## config.mk

```make
export PLATFORM = sky130hd
export DESIGN_NAME = perf_mon
export DESIGN_NICKNAME = d
export VERILOG_FILES = /design/src/rtl/perf_mon_pkg.sv /design/src/rtl/pm_rst_sync.sv /design/src/rtl/pm_cycle_ctr.sv /design/src/rtl/pm_event_ctr.sv /design/src/rtl/pm_regfile.sv /design/src/rtl/perf_mon.sv
export SDC_FILE = /design/constraint.sdc
export NUM_CORES = 1
export LEC_CHECK = 0
export BUFFER_PORTS_ARGS = -buffer_cell sky130_fd_sc_hd__buf_4
export CORE_MARGIN = 2
export CORE_UTILIZATION = 40
export DETAILED_ROUTE_END_ITERATION = 6
export GPL_TIMING_DRIVEN = 0
export PLACE_DENSITY = 0.56
export SETUP_SLACK_MARGIN = 0.3
export SYNTH_ARGS = -nofsm -noshare
export SYNTH_HDL_FRONTEND = slang
export SYNTH_SLANG_ARGS = --single-unit
```

## constraint.sdc

```tcl
create_clock -name clk -period 4.8 [get_ports clk]
set_input_delay 0.72 -clock clk [delete_from_list [all_inputs] [get_ports clk]]
set_output_delay 0.72 -clock clk [all_outputs]
set_load 0.01 [all_outputs]
```

## src/rtl/perf_mon_pkg.sv

```systemverilog
package perf_mon_pkg;
  localparam int unsigned REG_CTRL     = 0;
  localparam int unsigned REG_CLR      = 1;
  localparam int unsigned REG_SEL      = 2;
  localparam int unsigned REG_STAT     = 3;
  localparam int unsigned REG_CNT_BASE = 4;
endpackage

```

## src/rtl/pm_rst_sync.sv

```systemverilog
module pm_rst_sync (
  input  logic clk,
  input  logic rst_n,
  output logic rst_sync_n
);
  logic [1:0] sync_q;

  always_ff @(posedge clk or negedge rst_n) begin
    if (!rst_n) sync_q <= 2'b00;
    else        sync_q <= {sync_q[0], 1'b1};
  end

  assign rst_sync_n = sync_q[1];
endmodule

```

## src/rtl/pm_cycle_ctr.sv

```systemverilog
module pm_cycle_ctr #(
  parameter int unsigned CNT_W = 32
) (
  input  logic             clk,
  input  logic             rst_n,
  input  logic             tick,
  input  logic             clr,
  output logic [CNT_W-1:0] value,
  output logic             ovf
);
  logic [CNT_W-1:0] val_q, val_d;
  logic             val_en;

  always_comb begin
    val_d  = val_q;
    val_en = clr | tick;
    if (clr)       val_d = '0;
    else if (tick) val_d = val_q + CNT_W'(1);
  end

  always_ff @(posedge clk or negedge rst_n) begin
    if (!rst_n)      val_q <= '0;
    else if (val_en) val_q <= val_d;
  end

  assign ovf   = tick & ~clr & (&val_q);
  assign value = val_q;
endmodule

```

## src/rtl/pm_event_ctr.sv

```systemverilog
module pm_event_ctr #(
  parameter int unsigned CNT_W = 32
) (
  input  logic             clk,
  input  logic             rst_n,
  input  logic             tick,
  input  logic             clr,
  input  logic             stop_mode,
  output logic [CNT_W-1:0] value
);
  logic [CNT_W-1:0] val_q, val_d;
  logic             halt_q, halt_d;
  logic             hit, upd_en;

  always_comb begin
    hit    = tick & ~halt_q;
    val_d  = val_q;
    halt_d = halt_q;
    upd_en = clr | hit;
    if (clr) begin
      val_d  = '0;
      halt_d = 1'b0;
    end else if (hit) begin
      if (stop_mode && (&val_q)) halt_d = 1'b1;
      else                       val_d  = val_q + CNT_W'(1);
    end
  end

  always_ff @(posedge clk or negedge rst_n) begin
    if (!rst_n) begin
      val_q  <= '0;
      halt_q <= 1'b0;
    end else if (upd_en) begin
      val_q  <= val_d;
      halt_q <= halt_d;
    end
  end

  assign value = val_q;
endmodule

```

## src/rtl/pm_regfile.sv

```systemverilog
module pm_regfile
  import perf_mon_pkg::*;
#(
  parameter int unsigned CNT_W   = 32,
  parameter int unsigned NUM_CTR = 4,
  parameter int unsigned SEL_W   = 6,
  parameter int unsigned ADDR_W  = 3,
  parameter int unsigned DATA_W  = 32
) (
  input  logic                     clk,
  input  logic                     rst_n,
  input  logic                     reg_wr,
  input  logic [ADDR_W-1:0]        reg_addr,
  input  logic [DATA_W-1:0]        reg_wdata,
  input  logic                     cyc_ovf,
  input  logic [NUM_CTR*CNT_W-1:0] ctr_flat,
  output logic [NUM_CTR-1:0]       ctrl,
  output logic [SEL_W-1:0]         sel,
  output logic [NUM_CTR-1:0]       clr,
  output logic                     frozen,
  output logic                     irq,
  output logic [DATA_W-1:0]        reg_rdata
);
  logic [NUM_CTR-1:0] ctrl_q;
  logic [SEL_W-1:0]   sel_q;
  logic               frz_q, frz_d;
  logic               irq_q, irq_d;
  logic               wr_ctrl, wr_clr, wr_sel, wr_stat;

  always_comb begin
    wr_ctrl = reg_wr && (reg_addr == ADDR_W'(REG_CTRL));
    wr_clr  = reg_wr && (reg_addr == ADDR_W'(REG_CLR));
    wr_sel  = reg_wr && (reg_addr == ADDR_W'(REG_SEL));
    wr_stat = reg_wr && (reg_addr == ADDR_W'(REG_STAT));
    clr     = wr_clr ? reg_wdata[NUM_CTR-1:0] : '0;
  end

  always_comb begin
    frz_d = frz_q;
    if (cyc_ovf)     frz_d = 1'b1;
    else if (clr[0]) frz_d = 1'b0;
    irq_d = irq_q;
    if (cyc_ovf)                     irq_d = 1'b1;
    else if (wr_stat && reg_wdata[0]) irq_d = 1'b0;
  end

  always_ff @(posedge clk or negedge rst_n) begin
    if (!rst_n)       ctrl_q <= '0;
    else if (wr_ctrl) ctrl_q <= reg_wdata[NUM_CTR-1:0];
  end

  always_ff @(posedge clk or negedge rst_n) begin
    if (!rst_n)      sel_q <= '0;
    else if (wr_sel) sel_q <= reg_wdata[SEL_W-1:0];
  end

  always_ff @(posedge clk or negedge rst_n) begin
    if (!rst_n) begin
      frz_q <= 1'b0;
      irq_q <= 1'b0;
    end else begin
      frz_q <= frz_d;
      irq_q <= irq_d;
    end
  end

  always_comb begin
    reg_rdata = '0;
    if (reg_addr == ADDR_W'(REG_CTRL)) reg_rdata[NUM_CTR-1:0] = ctrl_q;
    if (reg_addr == ADDR_W'(REG_SEL))  reg_rdata[SEL_W-1:0]   = sel_q;
    if (reg_addr == ADDR_W'(REG_STAT)) reg_rdata[0]           = irq_q;
    for (int k = 0; k < NUM_CTR; k++) begin
      if (reg_addr == ADDR_W'(REG_CNT_BASE + k))
        reg_rdata[CNT_W-1:0] = ctr_flat[k*CNT_W +: CNT_W];
    end
  end

  assign ctrl   = ctrl_q;
  assign sel    = sel_q;
  assign frozen = frz_q;
  assign irq    = irq_q;
endmodule

```

## src/rtl/perf_mon.sv

```systemverilog
module perf_mon #(
  parameter int unsigned CNT_W   = 32,
  parameter int unsigned NUM_EVT = 3,
  parameter int unsigned NUM_SRC = 4,
  parameter int unsigned ADDR_W  = 3,
  parameter int unsigned DATA_W  = 32
) (
  input  logic              clk,
  input  logic              rst_n,
  input  logic              stop_mode,
  input  logic [NUM_SRC-1:0] evt_in,
  input  logic              reg_wr,
  input  logic [ADDR_W-1:0] reg_addr,
  input  logic [DATA_W-1:0] reg_wdata,
  output logic [DATA_W-1:0] reg_rdata,
  output logic              irq
);
  localparam int unsigned NUM_CTR = NUM_EVT + 1;
  localparam int unsigned SRC_W   = (NUM_SRC > 1) ? $clog2(NUM_SRC) : 1;
  localparam int unsigned SEL_W   = NUM_EVT * SRC_W;

  logic                     rst_sync_n;
  logic [NUM_CTR-1:0]       ctrl;
  logic [SEL_W-1:0]         sel;
  logic [NUM_CTR-1:0]       clr;
  logic                     frozen;
  logic                     run;
  logic                     active;
  logic                     cyc_ovf;
  logic [NUM_CTR*CNT_W-1:0] ctr_flat;

  pm_rst_sync u_rst (
    .clk        (clk),
    .rst_n      (rst_n),
    .rst_sync_n (rst_sync_n)
  );

  assign run    = ctrl[0];
  assign active = run & ~frozen;

  pm_cycle_ctr #(.CNT_W(CNT_W)) u_cyc (
    .clk   (clk),
    .rst_n (rst_sync_n),
    .tick  (active),
    .clr   (clr[0]),
    .value (ctr_flat[0 +: CNT_W]),
    .ovf   (cyc_ovf)
  );

  for (genvar k = 0; k < NUM_EVT; k++) begin : g_evt
    logic [SRC_W-1:0] src;
    logic             pulse;
    assign src   = sel[k*SRC_W +: SRC_W];
    assign pulse = evt_in[src];

    pm_event_ctr #(.CNT_W(CNT_W)) u_evt (
      .clk       (clk),
      .rst_n     (rst_sync_n),
      .tick      (active & ctrl[k+1] & pulse),
      .clr       (clr[k+1]),
      .stop_mode (stop_mode),
      .value     (ctr_flat[(k+1)*CNT_W +: CNT_W])
    );
  end

  pm_regfile #(
    .CNT_W   (CNT_W),
    .NUM_CTR (NUM_CTR),
    .SEL_W   (SEL_W),
    .ADDR_W  (ADDR_W),
    .DATA_W  (DATA_W)
  ) u_regs (
    .clk       (clk),
    .rst_n     (rst_sync_n),
    .reg_wr    (reg_wr),
    .reg_addr  (reg_addr),
    .reg_wdata (reg_wdata),
    .cyc_ovf   (cyc_ovf),
    .ctr_flat  (ctr_flat),
    .ctrl      (ctrl),
    .sel       (sel),
    .clr       (clr),
    .frozen    (frozen),
    .irq       (irq),
    .reg_rdata (reg_rdata)
  );
endmodule

```

# Yosys cells after proc, flatten, opt, wreduce, memory -nomap -nowiden
# Index checks and enable logic that the tools add are counted.
# Widths: inputs -> output; s select.
[totals]
reg_bits = 145
inputBits = 43
out_inout_bits = 33
[op_classes]
add_sub_neg = 4
magnitude_cmp = 3
eq_ne = 10
mux = 38
bitwise_logic = 21
n_reduce_logical = 29
[ops]
columns = ["cell", "n"]
rows = [
  ["$mux 32", 15],
  ["$add 32x1->32 const B", 4],
  ["$reduce_and 32->1", 4],
  ["$reduce_and 3->1", 6],
  ["$reduce_bool 2->1", 9],
  ["$mux 1", 17],
  ["$and 1x1->1", 12],
  ["$eq 3x3->1 const B", 4],
  ["$lt 2x3->1 const B", 3],
  ["$logic_and 1x1->1", 8],
  ["$mux 4", 2],
  ["$bmux 1 s2", 3],
  ["$eq 3x2->1 const B", 2],
  ["$mux 6", 1],
  ["$ne 2x2->1 const B", 3],
  ["$not 1->1", 5],
  ["$or 1x1->1", 4],
  ["$eq 3x1->1 const B", 1],
  ["$logic_not 3->1", 1],
  ["$reduce_and 2->1", 1],
]

# Depth between registers and ports, before layout
# Gate-level depths: netlist of run 1.
[logic_depth]
word_depth = 8
depth_mapped = 8
ltp_nobuf = 6

# Cells and area by module
# From an unflattened synthesis of run 1, not the netlist that was laid out.
[unflattened]
cells_unflattened = 933
hier_area_um2 = 9126.3
[by_module_without_submodules]
columns = ["mod", "n_inst", "cells_each", "area_each_um2", "seq_area_each_um2"]
rows = [
  ["pm_event_ctr at g_evt[1].u_evt ...", 2, 202, 1893.1, 825.8],
  ["pm_event_ctr at g_evt[0].u_evt", 1, 202, 1836.8, 825.8],
  ["pm_regfile", 1, 140, 1699.1, 300.3],
  ["pm_cycle_ctr", 1, 177, 1657.8, 800.8],
  ["perf_mon", 1, 7, 92.6, 0.0],
  ["pm_rst_sync", 1, 3, 53.8, 50.0],
]

# Worst setup path before layout of run 1
# Ideal clock, no wire load.
[synth_timing]
kind = "input -> output"
startpoint = "input reg_addr[0]"
endpoint = "output reg_rdata[12]"
arrival_time_ns = 2.225
required_time_ns = 4.080
path_slack_ns = 1.855
path_stages = 4
path_cell_list = "clkbuf_1 buf_2 mux4_1 and2_1"
[synth_between]
elab_chain_cells = 5
word_cells_on_any_way = 8
classes_between = "eq/ne (4); mux (4)"
[synth_rtl]
columns = ["element", "line_no", "source"]
rows = [
  ["start: declaration", "perf_mon.sv:13", "input logic [ADDR_W-1:0] reg_addr,"],
  ["$eq 3x3->1", "pm_regfile.sv:73", "if (reg_addr == ADDR_W'(REG_CNT_BASE + k))"],
  ["$mux 32 (3 in a row)", "pm_regfile.sv:73", ""],
  ["$mux 32 (*)", "pm_regfile.sv:73", ""],
  ["end: declaration", "perf_mon.sv:15", "output logic [DATA_W-1:0] reg_rdata,"],
]
# Every way passes the cells marked *; elsewhere a longest branch is shown, timed or not.

# Final worst setup path of run 1
[layout_timing]
startpoint = "input reg_addr[0]"
endpoint = "output reg_rdata[5]"
[layout_between]
elab_chain_cells = 6
word_cells_on_any_way = 10
classes_between = "eq/ne (5); mux (5)"
[layout_rtl]
columns = ["element", "line_no", "source"]
rows = [
  ["$eq 3x2->1", "pm_regfile.sv:70", "if (reg_addr == ADDR_W'(REG_SEL)) reg_rdata[SEL_W-1:0] = sel_q;"],
  ["$mux 6", "pm_regfile.sv:70", ""],
  ["$mux 32 (3 in a row)", "pm_regfile.sv:73", ""],
  ["$mux 32 (*)", "pm_regfile.sv:73", ""],
]
# Marks and branches as above.

==> results of run 1 <==
## layout by cell type, fill, tap and decap left out, types with 5 or more instances in the layout
cell type | netlist | routed
a21oi_1 | 77 | 77
a31o_2 | 7 | 7
and2_1 | 41 | 41
and3_1 | 14 | 14
and4_1 | 17 | 17
buf_2 | 8 | 8
buf_4 | 0 | 49
clkbuf_1 | 32 | 34
clkbuf_16 | 0 | 17
clkinv_2 | 0 | 5
dfrtp_1 | 145 | 144
inv_1 | 13 | 13
mux2_2 | 14 | 14
mux2i_1 | 17 | 17
mux4_2 | 27 | 27
nand2_1 | 80 | 80
nand2b_1 | 6 | 6
nand3_1 | 37 | 37
nand4_1 | 54 | 54
nor2_1 | 66 | 66
nor3_1 | 8 | 8
nor4_1 | 9 | 9
o211ai_1 | 5 | 5
o21ai_0 | 46 | 46
o21ai_1 | 6 | 6
o31ai_1 | 20 | 20
or3_1 | 49 | 49
or4_1 | 27 | 27
xnor2_1 | 12 | 12
xor2_1 | 27 | 27
## final timing paths
kind	end	slack [ps]	cells after the start
hold / removal	u_rst.sync_q[1]$_DFF_PN0_	60	1
setup reg to reg	g_evt[0].u_evt.value[8]$_DFFE_PN0P_	2180	6
setup / recovery	reg_rdata[5]	1270	8
min in group clk	u_rst.sync_q[1]$_DFF_PN0_	350	0
hold reg to reg	g_evt[1].u_evt.value[27]$_DFFE_PN0P_	230	0
max in group asynchronous	u_cyc.value[11]$_DFFE_PN0P_	3920	1
## per-stage QoR
step / power (uW) / utilization [%] / setup WS [ps]
2_1_floorplan: 1882 / - / 460.8
3_3_place_gp: 2091 / 43.90 / -1612
3_5_place_dp: 2107 / 44.20 / 1268
4_1_cts: 3476 / 46.89 / 1263
5_1_grt: 3613 / 46.89 / 1043
6_report: 3457 / 46.89 / 1274
## cell usage after synthesis (7+ instances only)
cell      count  area [um2]
nand3_1      37       185.2
mux2i_1      17       170.2
and4_1       17       148.9
nor4_1        9       56.30
a31o_2        7       61.31
or3_1        49       306.5
a21oi_1      77       385.4
mux4_2       27       608.1
o31ai_1      20       150.1
clkbuf_1     32       120.1
nor2_1       66       247.7
inv_1        13       48.80
mux2_2       14       157.7
nand2_1      80       300.3
and2_1       41       256.5
o21ai_0      46       230.2
or4_1        27       202.7
nand4_1      54       337.8
nor3_1        8       40.04
xnor2_1      12       105.1
and3_1       14       87.58
buf_2         8       40.04
dfrtp_1     145        3628
xor2_1       27       236.5
## state kept, by name, indices dropped and copies added, names as in the netlist
signal,count
u_rst.sync_q,2
u_cyc.value,32
g_evt.u_evt.halt_q,3
u_regs.frozen,1
g_evt.u_evt.value,96
u_regs.sel,6
u_regs.irq,1
u_regs.ctrl,4
## where the power goes
group,leakage (uW),internal (uW),total [uW],switching (uW)
Clock,0.000286,825,1370,540
Combinational,0.00180,252,524,272
Sequential,0.00196,1350,1570,214
Total,0.00404,2430,3460,1030
## area by class of cell
cell class              instances  area (um2)
fillers                      2058       11550
inverters                      13       48.80
plain buffers                  48       220.2
flip-flops and latches        145        3632
well taps                     280       350.3
clock buffers                  20       446.7
clock inverters                11       138.9
repair buffers                 51       422.9
multi-input cells             723        4942
## layer usage
layer  track usage (%)  part of all wire (%)
met5                 0                     0
met4             6.878                   1.9
met3             3.441                   4.6
met2             36.39                    47
met1             33.14                    47
## cell families (layout without fill, tap and decap cells)
group,Yosys count,after routing,synth area share (%)
compound gates,189,189,13.05
xor+xnor,39,39,3.867
fa+ha+maj,4,4,0.5666
buf+inv,61,143,3.045
flops,145,145,41.08
mux,60,60,11.19
other cells,1,1,0.04245
simple gates,430,430,27.17
## critical path, cell delays in order
cell	delay [ps]
buf_4	80
clkbuf_1	530
clkbuf_1	510
clkbuf_1	400
nor3b_1	100
a21oi_1	180
mux2i_1	110
buf_4	170
==> results.md, run 1 <==
* Pwr dens at 338.8 mW/mm2
* Initial antenna violation count at 0
* Hpwl dp at 20180 um
* # Max-Cap Violations at 0
* Die H at 152.6 um
* CTS tree: built
* TNS Setup at 0 ps
* Number of synthesized register bits at 145
* Global route overflow at 0
* Worst slew margin at 18.85%
* Post-CTS setup buffer count at 0
* Initial Utilization at 40.60%
* Clk pin slew, worst setup/hold paths at 60 ps
* Root buffer cell: clkbuf_16
* 1st-pass router iterations at 5
* All-Layer GR Usage at 23.11%
* Total die area at 0.02329 mm2
* Post-synthesis sequential area ratio at 41.08%
* Hold buffers post-CTS at 0
* Clock buffer depth at 2
* Design area at 0.01020 mm2
* Wire length per cell at 20.67 um
* Worst Setup End Kind: output pin
* Fmax at 283.6 MHz
* Tightest Pin Transition at 1202 ps
* Max Slew Vio Count at 0
* Number of diodes at 0
* DRC at 0
* Hold Crit Class: input pin to async pin
* Worst vdd ir at 0.1953 mV
* Worst skew pair latency at 430 ps
* Final Hold Viols at 0
* Placement Cell Area at 0.009617 mm2
* Mean Syn Cell Area at 9.509 um2
* Final net count at 1046
* Row count at 54
* Post-synth EDFFs at 0
* Status: finished, final reports clean
* Core area at 0.02176 mm2
* Vias at 7731
* Mapped Nets at 976
* IO buf count at 49
* Unique masters post-synth at 65
* Resized Gates After CTS at 0
* Leak at 0.004043 uW
* First-pass GRT wire length at 42060 um
* CTS buffer count at 17
* Vias in the first global route at 7338
* Worst Path Arrival at 2810 ps
* Crit path time final at 3526 ps
* Post-route ant nets at 0
* RSZ-0062 raised after global routing: false
* GP Congestion at 0.8898
* Layout cells sized above 1 at 15.33%
* Reg2reg start: g_evt[0].u_evt.value[21]$_DFFE_PN0P_
* Post-route clock period utilization at 73.45%
* Initial DRC count at 610
* Routed WL at 26680 um
* Placed Cells at 1260
* Vias per cell at 5.988
* CP Data Required Time at 4080 ps
* Critical Path Source: reg_addr[0]
* Main synth FF type: dfrtp_1
* Startpoint Class: input pin
* Ys Warns at 0
* Count of final setup violators at 0
* Non-Filler Instances at 1291
* Critical path fanouts, max at 10
* Die span in x at 152.6 um
* Area delta synth->final at 15.50%
* Ports at 76
* Synthesized cell area at 0.008833 mm2
* Fin Hold WS at 60.06 ps
* Num Clock Sinks at 145
* Largest net degree at the start of global routing at 66
* Ys async rst share at 100.0%
* Syn Inst Count at 929
* H-tree depth at 4
* WS Path Type: input pin to output pin
* Setup Skew at 8.606 ps
Power figures use the tool's default switching activity.
==> inputs of run 2 (changes only) <==
clock period = 3.3 ns   (was 4.8 ns; I/O delays follow)
==> results.md, run 2 (synthesis results as in run 1) <==
* GP Congestion at 0.8871
* R2r worst-path depth at 6
* Initial antenna violation count at 0
* Reg2reg start: g_evt[0].u_evt.value[21]$_DFFE_PN0P_
* Global route overflow at 0
* Initial Utilization at 40.60%
* Most common cell after layout, fill and taps aside: dfrtp_1
* H-tree depth at 4
* R2r setup slk at 690 ps
* Crit path time final at 2783 ps
* Max FFs per register at 96
* Critical path fanouts, max at 10
* Largest net degree at the start of global routing at 66
* Core area at 0.02176 mm2
* Clock buffer depth at 2
* Most frequent cells in the layout: 144 x dfrtp_1, 80 x nand2_1, 77 x a21oi_1, 66 x nor2_1, 54 x nand4_1
* IO buf count at 49
* Pwr dens at 505.5 mW/mm2
* Worst Path Arrival at 2290 ps
* Worst slew margin at 22.81%
* Leak at 0.004073 uW
* Status: finished, final reports clean
* Placement Setup Slack at 222.7 ps
* Routed WL at 26790 um
* Max Slew Vio Count at 0
* Wire length per cell at 20.73 um
* Ports at 76
* Number of diodes at 0
* Startpoint Class: input pin
* Post-route clock period utilization at 84.34%
* All-Layer GR Usage at 23.38%
* Hold EP: u_regs.frozen$_DFFE_PN0P_
* WS Path Type: input pin to output pin
* Worst skew pair latency at 440 ps
* Die span in x at 152.6 um
* Total die area at 0.02329 mm2
* # Max-Cap Violations at 0
* First-pass GRT wire length at 42590 um
* CTS tree: built
* Num Clock Sinks at 145
* 1st-pass router iterations at 5
* Post-route ant nets at 0
* DRC at 0
* Tightest Pin Transition at 1147 ps
* Vias at 7758
* Row count at 54
* RSZ-0062 raised after global routing: false
* Fin util at 47.22%
* Layout cells sized above 1 at 15.51%
* CP Data Required Time at 2800 ps
* TNS Setup at 0 ps
* Initial DRC count at 540
* Die H at 152.6 um
* Worst setup margin at 516.8 ps
* Count of final setup violators at 0
* Area delta synth->final at 16.30%
* CTS buffer count at 17
* Worst Setup End Kind: output pin
* Final Hold Viols at 0
* Worst Hold Depth at 2
* Worst vdd ir at 0.3003 mV
* Fmax at 359.3 MHz
* Fin Hold WS at 287.5 ps
* Vias in the first global route at 7393
* Root buffer cell: clkbuf_16
* Clk pin slew, worst setup/hold paths at 60 ps
* Hpwl dp at 20390 um
* Hold_sp: reg_wdata[0]
* Critical R2R Capture: g_evt[0].u_evt.value[11]$_DFFE_PN0P_
* Vias per cell at 6.005
* Setup Skew at 12.97 ps
* Final net count at 1047
* Hold Crit Class: input pin to register
run 2: changes by cell type in the layout (fill, tap and decap cells not counted), sizes merged:
cell,previous run,this run
bufinv,3,5
dlygate4sd3,0,1
clkinv,5,3
buf,67,68
inv,14,15
clkbuf,52,50
run 2: worst max-delay path, cell delays in order:
cell      delay [ps]
buf_4             90
clkbuf_1         380
buf_1            590
mux4_2           420
and2_1           170
buf_4            140
run 2: how the worst max path moves through the flow:
stage                                          endpoint                 startpoint  slack [ps]
finish                                    reg_rdata[29]                reg_addr[1]         520
global route                               reg_rdata[2]                reg_addr[1]         440
CTS                                        reg_rdata[3]                reg_addr[1]         450
detailed placement                         reg_rdata[0]                reg_addr[0]         220
global placement    g_evt[0].u_evt.value[4]$_DFFE_PN0P_  u_rst.sync_q[1]$_DFF_PN0_        -250
floorplan                                 reg_rdata[20]                reg_addr[0]         810
run 2: cell type report:
class / instances / area [um2]
well taps: 280 / 350.3
multi-input cells: 723 / 4942
clock inverters: 12 / 209.0
repair buffers: 53 / 440.4
fillers: 2125 / 11480
inverters: 13 / 48.80
clock buffers: 19 / 432.9
plain buffers: 47 / 217.7
flip-flops and latches: 145 / 3632
run 2: power by group:
part	switching [uW]	internal, uW
clock network	808	1350
registers	311	1970
logic	395	367
total	1510	3680
run 2: per-stage QoR:
stage	area (um2)	total power, uW	cells
floorplan	8835	2737	929
global placement	9553	3044	1258
detailed placement	9624	3063	1261
CTS	10270	5221	1292
global route	10270	5427	1292
finish	10270	5194	1292
run 2: layer usage:
layer | GRT usage [%] | up-vias | part of all wire, % | wire, um
li1 | - | 3663 | - | -
met1 | 33.47 | 3914 | 47 | 12710
met2 | 37.07 | 151 | 47 | 12500
met3 | 2.958 | 30 | 3.9 | 1041
met4 | 7.451 | 0 | 2.0 | 531
met5 | 0 | - | 0 | 0
run 2: what timing repair did:
item                                    in CTS  in global routing
hold buffers                                 1                  0
endpoints found under the setup margin       3                  1
hold endpoints to repair                     2                  0
setup buffers                                0                  0
resized for setup                            0                  2
==> inputs of run 3 (changes only) <==
ABC_AREA = 1   (was unset)
PLACE_DENSITY = 0.58   (was 0.56)
clock period = 2.5 ns   (was 3.3 ns; I/O delays follow)
==> results.md, run 3 <==
* Post-route ant nets at 0
* Clock buffer depth at 2
* Placement Setup Slack at -28.46 ps
* Vias per cell at 5.198
* # Max-Cap Violations at 0
* Ports at 76
* Mean Syn Cell Area at 6.120 um2
* Fmax at 453.0 MHz
* Mapped Nets at 1789
* Worst skew pair latency at 440 ps
* Top cells by area, synth: dfrtp_1 34%, nand2_1 24%, nor2_1 10%
* Ys Warns at 0
* Most common cell after layout, fill and taps aside: nand2_1
* Initial antenna violation count at 0
* Status: finished, final reports clean
* Final net count at 1875
* Top cell type's share of synthesized area at 34.03%
* Main synth FF type: dfrtp_1
* Count of final setup violators at 0
* Fin util at 47.70%
* CP peak stage delay at 320 ps
* Num Clock Sinks at 145
* Most frequent cells in the layout: 682 x nand2_1, 295 x nor2_1, 163 x inv_1, 140 x dfrtp_1, 124 x nand3_1
* H-tree depth at 4
* Worst vdd ir at 0.3725 mV
* All-Layer GR Usage at 27.13%
* Critical path's most frequent cell: buf_4
* CP Data Required Time at 2120 ps
* Setup Skew at 14.79 ps
* Core area at 0.02613 mm2
* Startpoint Class: input pin
* Die span in x at 167.3 um
* Ys async rst share at 100.0%
* CTS buffer count at 17
* Tightest Pin Transition at 605.7 ps
* Wire length per cell at 17.02 um
* Top-count cell post-synth: nand2_1
* Total die area at 0.02798 mm2
* Final Hold Viols at 0
* Hold Crit Class: input pin to register
* Post-synthesis sequential area ratio at 34.03%
* Hpwl dp at 28890 um
* Worst path cell trace: buf_4 -> nor2_2 -> nand2_2 -> buf_2 -> o22ai_1 -> a21oi_1 -> o21ai_1 -> buf_4
* Max Slew Vio Count at 0
* Worst Path Arrival at 1830 ps
* First-pass GRT wire length at 58790 um
* Post-synth EDFFs at 0
* Synthesized cell area at 0.01066 mm2
* IO buf count at 49
* Die H at 167.3 um
* Initial DRC count at 998
* Syn Inst Count at 1742
* Area leader, netlist: dfrtp_1
* Vias in the first global route at 10550
* Unique masters post-synth at 43
* Clk pin slew, worst setup/hold paths at 60 ps
* Row count at 59
* Global route overflow at 0
* Number of diodes at 0
* Vias at 11310
* GP Congestion at 1.129
* Crit path time final at 2208 ps
* RSZ-0062 raised after global routing: true
* Pwr dens at 652.2 mW/mm2
* Area delta synth->final at 16.91%
* Number of synthesized register bits at 145
* WS Path Type: input pin to output pin
* Slowest cell on the critical path: o22ai_1
* Leak at 0.005795 uW
* Worst Setup End Kind: output pin
* Routed WL at 37040 um
* 1st-pass router iterations at 7
* DRC at 0
* Most frequent cells after synthesis: 684 x nand2_1, 296 x nor2_1, 163 x inv_1, 145 x dfrtp_1, 125 x nand3_1
* CTS tree: built
* Critical path fanouts, max at 10
* Post-route clock period utilization at 88.30%
* Largest net degree at the start of global routing at 68
* Worst setup margin at 292.4 ps
* Initial Utilization at 40.80%
* Worst slew margin at 59.62%
* Max FFs per register at 96
* Layout cells sized above 1 at 10.97%
* FILL cells at 2809
* Root buffer cell: clkbuf_16
## run 3: through the flow
step	cells	TNS (ps)	hold WS (ps)	power, uW	cell area, um2
after global routing	2176	0	197.4	8567	12460
final	2176	0	187.5	8129	12460
after CTS	2161	0	183.6	8062	12240
after detailed placement	2128	-28.46	159.6	5107	11510
after floorplan	1742	0	79.41	4396	10670
after global placement	2126	-91.80	158.1	5072	11450
## run 3: critical path: cells and delay by family
| family | cells | cell delay (ps) |
|---|---|---|
| compound gates | 3 | 570 |
| simple gates | 2 | 330 |
| buf+inv | 3 | 540 |
## run 3: routing by layer
layer / vias to the layer above / GRT usage (%) / routed length, um
met1: 5230 / 37.83 / 16970
met2: 357 / 42.86 / 16570
met4: 0 / 11.12 / 1347
met5: - / 0 / 0
met3: 67 / 3.262 / 2154
li1: 5657 / - / -
## run 3: path summary, 6_finish.rpt
path / startpoint / slack (ps) / cells past startpoint / endpoint
min in group asynchronous: rst_n / 240 / 2 / u_rst.sync_q[0]$_DFF_PN0_
min reg2reg: u_rst.sync_q[1]$_DFF_PN0_ / 300 / 0 / g_evt[0].u_evt.value[20]$_DFFE_PN0P_
max in group asynchronous: u_rst.sync_q[1]$_DFF_PN0_ / 1190 / 2 / g_evt[1].u_evt.value[0]$_DFFE_PN0P_
max reg2reg: u_regs.ctrl[0]$_DFFE_PN0P_ / 420 / 11 / g_evt[1].u_evt.value[27]$_DFFE_PN0P_
max: reg_addr[1] / 290 / 8 / reg_rdata[10]
min: reg_wdata[5] / 190 / 3 / u_regs.sel[5]$_DFFE_PN0P_
## run 3: repair_timing
action,in CTS,in global routing
cloned,0,0
endpoints found under the hold margin,2,0
hold buffers,1,0
endpoints found under the setup margin,83,98
pin swaps,0,6
buffers inserted,0,15
gates resized for setup,23,36
## run 3: cells by family (layout without fill, tap and decap cells)
kind of cell,count (synthesis),after routing,share of synthesized area (%)
AO/OA/AOI/OAI,145,145,7.523
XOR/XNOR,36,36,2.957
adder cells (fa/ha/maj),4,4,0.4694
buffers and inverters,213,312,8.368
flip-flops,145,145,34.03
other,1,1,0.03517
AND/OR/NAND/NOR,1198,1198,46.61
## run 3: where the power goes
| part | internal (uW) | switching, uW |
|---|---|---|
| clock network | 1800 | 1120 |
| logic | 686 | 1070 |
| registers | 2740 | 704 |
| total | 5230 | 2900 |
## run 3: cell type report
type	instances	area, um2	share of cell area (%)
sequential	145	3637	29.18
clock buffer	19	442.9	3.553
clock inverter	13	207.7	1.666
buffer	43	262.8	2.108
inverter	170	641.9	5.150
multi-input combinational	1384	6307	50.60
tap	335	419.2	3.363
timing repair buffer	67	545.5	4.377
